==> src/rtl/syn_strip_filter.sv <==
module syn_strip_filter #(
  parameter int W = 8
) (
  input  logic         clk,
  input  logic         rst_n,
  input  logic [W-1:0] in_char,
  input  logic         in_valid,
  input  logic [W-1:0] syn_char,
  input  logic         strip_en,
  output logic [W-1:0] out_char,
  output logic         out_valid,
  output logic         syn_irq,
  output logic         sync_hit
);

  localparam int CW = 2;

  logic [CW-1:0] run_cnt;
  logic          is_syn;
  logic          drop;
  logic          fire;

  assign is_syn = in_valid && (in_char == syn_char);
  assign fire   = is_syn && strip_en && (run_cnt == CW'(1));
  assign drop   = is_syn && strip_en && (run_cnt != CW'(1));

  always_ff @(posedge clk or negedge rst_n) begin
    if (!rst_n) begin
      run_cnt <= '0;
    end else if (in_valid) begin
      if (!is_syn)                 run_cnt <= '0;
      else if (run_cnt != CW'(2))  run_cnt <= run_cnt + CW'(1);
    end
  end

  always_ff @(posedge clk or negedge rst_n) begin
    if (!rst_n) begin
      out_char  <= '0;
      out_valid <= 1'b0;
      syn_irq   <= 1'b0;
      sync_hit  <= 1'b0;
    end else begin
      if (in_valid) out_char <= in_char;
      out_valid <= in_valid && !drop;
      syn_irq   <= fire;
      sync_hit  <= is_syn;
    end
  end


  irq_has_data_chk: assert property (@(posedge clk) disable iff (!rst_n)
    syn_irq |-> out_valid && $past(strip_en));


  out_needs_in_chk: assert property (@(posedge clk) disable iff (!rst_n)
    out_valid |-> $past(in_valid));


  hit_is_syn_chk: assert property (@(posedge clk) disable iff (!rst_n)
    sync_hit |-> $past(in_char) == $past(syn_char));


  pass_when_off_chk: assert property (@(posedge clk) disable iff (!rst_n)
    (in_valid && !strip_en) |=> out_valid && !syn_irq);


  data_forward_chk: assert property (@(posedge clk) disable iff (!rst_n)
    (in_valid && in_char != syn_char) |=> out_valid && !sync_hit);


  no_double_irq_chk: assert property (@(posedge clk) disable iff (!rst_n)
    syn_irq |=> !syn_irq);

endmodule

==> config.mk <==
export PLATFORM = sky130hd
export DESIGN_NAME = syn_strip_filter
export DESIGN_NICKNAME = d
export VERILOG_FILES = /design/src/rtl/syn_strip_filter.sv
export SDC_FILE = /design/constraint.sdc
export NUM_CORES = 1
export LEC_CHECK = 0
export BUFFER_PORTS_ARGS = -buffer_cell sky130_fd_sc_hd__buf_2
export CAP_MARGIN = 20
export CORE_UTILIZATION = 43
export CTS_CLUSTER_SIZE = 16
export DETAILED_ROUTE_END_ITERATION = 8
export PLACE_DENSITY_LB_ADDON = 0.05
export SETUP_SLACK_MARGIN = 0.3
export SLEW_MARGIN = 40
export SYNTH_ARGS = -nofsm -noshare
export SYNTH_HDL_FRONTEND = slang
export SYNTH_SLANG_ARGS = --single-unit
==> constraint.sdc <==
create_clock -name clk -period 1.8 [get_ports clk]
set_input_delay 0.09 -clock clk [delete_from_list [all_inputs] [get_ports clk]]
set_output_delay 0.09 -clock clk [all_outputs]
set_load 0.01 [all_outputs]
# Word level (Yosys, flattened, before mapping)
# Index checks and enable logic that the tools add are counted.
[op_classes]
add_sub_neg = 1
n_eq_ne = 5
muxes = 2
n_reduce_logical = 7
[op_table]
columns = ["cell", "count"]
rows = [
  ["8-bit equality test", 1],
  ["1-bit logical AND", 5],
  ["2-bit two-way mux", 2],
  ["2-bit by 1-bit != test with 1-bit output, second input constant", 2],
  ["2-bit by 1-bit adder with 2-bit output, second input constant", 1],
  ["2-bit by 1-bit equality test with 1-bit output, second input constant", 1],
  ["2-bit != test, second input constant", 1],
  ["2-bit AND reduction", 1],
  ["1-bit zero test", 1],
]
[totals]
ff_bits = 13
in_bits = 20
out_inout_bits = 11
word_cells = 20

# Longest topological paths before layout
[logic_depth]
word_depth = 6
mapped_depth = 5
depth_no_buf = 5

# Least setup slack after synthesis
# Ideal clock, no wire load.
[synth_path]
kind = "register to register"
start = "register run_cnt[0]"
end = "register run_cnt[1]"
setup_time_ns = 0.083
arrival_time_ns = 1.422
required_time_ns = 1.717
setup_slack_ns = 0.295
path_stages_with_launch = 6
path_cell_list = "dfrtp_1 inv_1 ha_1 or3_1 a2111o_1 o21ai_0"
[synth_via]
elab_chain_len = 3
word_cells_on_any_way = 6
[synth_rtl]
columns = ["item", "line", "text"]
rows = [
  ["from (decl)", "18", "logic [CW-1:0] run_cnt;"],
  ["from (signal assigned)", "32", "else if (run_cnt != CW'(2)) run_cnt <= run_cnt + CW'(1);"],
  ["2-bit by 1-bit adder with 2-bit output or 2-bit != test (tied branches)", "32", ""],
  ["2-bit two-way mux or 2-bit by 1-bit != test with 1-bit output (tied branches)", "-", ""],
  ["2-bit two-way mux or 2-bit AND reduction (tied branches)", "-", ""],
]
# Parallel ways exist; a longest one is shown, timed or not. The select of a mux whose other input is x is not followed.
# A chain may end at the register's enable or synchronous reset.

# Final worst setup path
# Same ends and word-level chain as after synthesis.

==> summary.txt <==
Status
  – Status: finished clean

STA
  – Clk_skew: 6.19 ps
  – Rel. slew slack: 0.798
  – RSZ-0062 raised after global routing: true
  – WHS: 70.3 ps
  – Hold Fails Final Rpt: 0
  – Count of final setup violators: 0
  – Max Clock Freq: 672 MHz
  – Tmin final: 1490 ps
  – Final Slew Violations: 0
  – Period utilization: 0.826
  – Worst-margin pin slew: 301 ps
  – Setup TNS Final: 0 ps

Clocking
  – Clock Latency Late Sink: 270 ps
  – Reg clk slew, reported paths: 80 ps
  – CTS Root Cell: clkbuf_4
  – CTS Buf Count: 3
  – Max H-tree Level: 1
  – Clock tree buffer depth: 2
  – CTS tree: built
  – Clock sinks: 13

Global route
  – Busiest grt layer: met2
  – Total gr overflow: 0
  – Global-route wire length before repair: 1.83 mm
  – Global-route usage over all layers: 0.185
  – Met2 Usage GRT: 0.340
  – Met3 GRT Util: 0.102
  – Met1 GRT Util: 0.171
  – Initial antenna violation count: 0
  – Vias in the first global route: 483
  – Largest net degree at the start of global routing: 14

Worst hold path
  – Worst hold path type: primary input to flip-flop

Cells and area
  – Share of post-route cells with drive strength above 1: 0.540
  – Nets: 110
  – Commonest non-fill, non-tap cell in the layout: buf_2
  – Area growth syn-to-layout: 39.1%
  – Final Util: 0.649
  – Commonest non-fill, non-tap cells in the layout: 30 x buf_2, 13 x dfrtp_1, 8 x xnor2_1, 8 x mux2_2
  – # diodes: 0

Floorplan
  – Die W: 39.8 um
  – Full die area: 1580 um2
  – Site Rows: 13
  – Ports: 31
  – Core ar.: 1320 um2
  – Initial Util: 0.466
  – Die H: 39.8 um

Pwr
  – Pwr/cell area: 705 nW/um2
  – Pleak: 0.000406 uW
  – Pint: 454 uW
  – Total Power: 603 uW
  – Sequential group share of total power: 0.529
  – Switching Share: 0.247
  – Clock power share: 0.284
  – Switching component of the power: 149 uW
  – Peak VDD IR: 0.000546 V
  – Gate power share: 0.188

Setup path
  – Startpoint Class: flip-flop
  – Worst EP arrival: 1690 ps
  – Slowest CP cell: dfrtp_1
  – Crit path cell chain: inv_2 > ha_4 > or3_1 > a2111o_1 > o21ai_1
  – Worst reg2reg path startpoint: run_cnt[0]$_DFFE_PN0P_
  – CP max FO: 2
  – Kind of critical path: flip-flop to flip-flop
  – R2r endpoint: run_cnt[1]$_DFFE_PN0P_
  – CP Capture Type: flip-flop
  – Worst setup path startpoint: run_cnt[0]$_DFFE_PN0P_
  – Crit path to: run_cnt[1]$_DFFE_PN0P_
  – Reg-to-reg slack, setup: 310 ps
  – Crit path required time: 2000 ps
  – CP max stage delay: 400 ps
  – Worst-case reg-to-reg path depth: 5

Synthesis
  – Post-synth cell types: 17
  – Top cells by area, synth: dfrtp_1 53%, mux2_2 15%, xnor2_1 11%
  – Post-synth top area cell: dfrtp_1
  – Sequential fraction of the synthesis area: 0.530
  – Net Count, Synth: 72
  – Syn Inst Count: 50
  – Flops & latches, synth: 13
  – Synth top area share: 0.530
  – Avg Cell Area, Syn: 12.3 um2
  – Warnings, synthesis: 0
  – Cell Area, Synth: 614 um2

Detailed routing
  – Iteration-0 DRC Markers: 3
  – Vias after detailed routing: 502
  – Residual DRC: 0
  – First-pass DRT Iterations: 2
  – Drt total wl: 1.15 mm
  – Vias/cell: 4.92
  – Drt wl/cell: 11.2 um
  – Post-route ant nets: 0

Run
  – MaxCap Viol Count: 0

Placed design
  – HPWL after DPL: 870 um
  – Port buffer count: 30
  – RePlAce Congestion: 0.749
-- cell usage after synthesis --
master,instances
a2111o_1,2
a31oi_1,1
and3_1,1
buf_1,1
dfrtp_1,13
ha_1,2
inv_1,3
inv_2,1
mux2_2,8
nand2_1,3
nand3_1,1
nand4_1,1
nor3_1,1
o21ai_0,1
o21ai_1,1
or3_1,2
xnor2_1,8
-- power groups by stage --
| stage | clock network, uW | registers, uW | logic [uW] |
|---|---|---|---|
| floorplan | 0 | 335 | 44.3 |
| global placement | 0 | 324 | 110 |
| detailed placement | 0 | 325 | 111 |
| CTS | 182 | 319 | 114 |
| global route | 196 | 322 | 126 |
| finish | 171 | 319 | 113 |
-- cell families after synthesis --
| group | synth area share |
|---|---|
| compound gates | 0.0631 |
| flops | 0.530 |
| buf+inv | 0.0305 |
| mux | 0.147 |
| fa+ha+maj | 0.0407 |
| xor+xnor | 0.114 |
| simple gates | 0.0753 |
-- worst max-delay path: cells and delay by family, from the launching register on --
family / cells / cell delay, ps
buf+inv: 1 / 80
simple gates: 1 / 310
compound gates: 2 / 440
fa+ha+maj: 1 / 200
flops: 1 / 400
-- metal layers --
metal / vias to the layer above / wire, um
met4: 0 / 11
met1: 244 / 450
met5: - / 0
li1: 247 / -
met3: 2 / 45
met2: 9 / 639
-- flip-flops by register name, indices dropped and copies added (netlist names) --
| register | flops |
|---|---|
| out_char | 8 |
| run_cnt | 2 |
| out_valid | 1 |
| syn_irq | 1 |
| sync_hit | 1 |
-- stage by stage --
step / area [um2] / instances / setup slack (ps)
2_1_floorplan: 614 / 50 / 338
3_3_place_gp: 779 / 94 / 289
3_5_place_dp: 779 / 94 / 267
4_1_cts: 835 / 101 / 301
5_1_grt: 855 / 102 / 265
6_report: 855 / 102 / 313
-- how the worst min path moves through the flow --
stage                     cells past startpoint        from                      end
after floorplan                               0       rst_n  out_char[0]$_DFFE_PN0P_
after global placement                        1       rst_n       sync_hit$_DFF_PN0_
after detailed placement                      1       rst_n        syn_irq$_DFF_PN0_
after CTS                                     2  in_char[4]  out_char[4]$_DFFE_PN0P_
after global routing                          2  in_char[0]  out_char[0]$_DFFE_PN0P_
final                                         2  in_char[4]  out_char[4]$_DFFE_PN0P_
-- layout make-up --
class                      instances  area (um2)
tap                               15        18.8
clock buffer                       3        22.5
timing repair buffer              34         185
multi-input combinational         32         283
inverter                           4        15.0
clock inverter                     1        5.00
sequential                        13         325
fill                             114         463
-- repair_timing --
item,CTS,global route
setup endpoints to repair,2,2
setup buffers,1,1
resized for setup,0,2
pin swaps,0,0
hold buffers,2,0
endpoints found under the hold margin,14,0
gates cloned,0,0
Power figures use the tool's default switching activity.
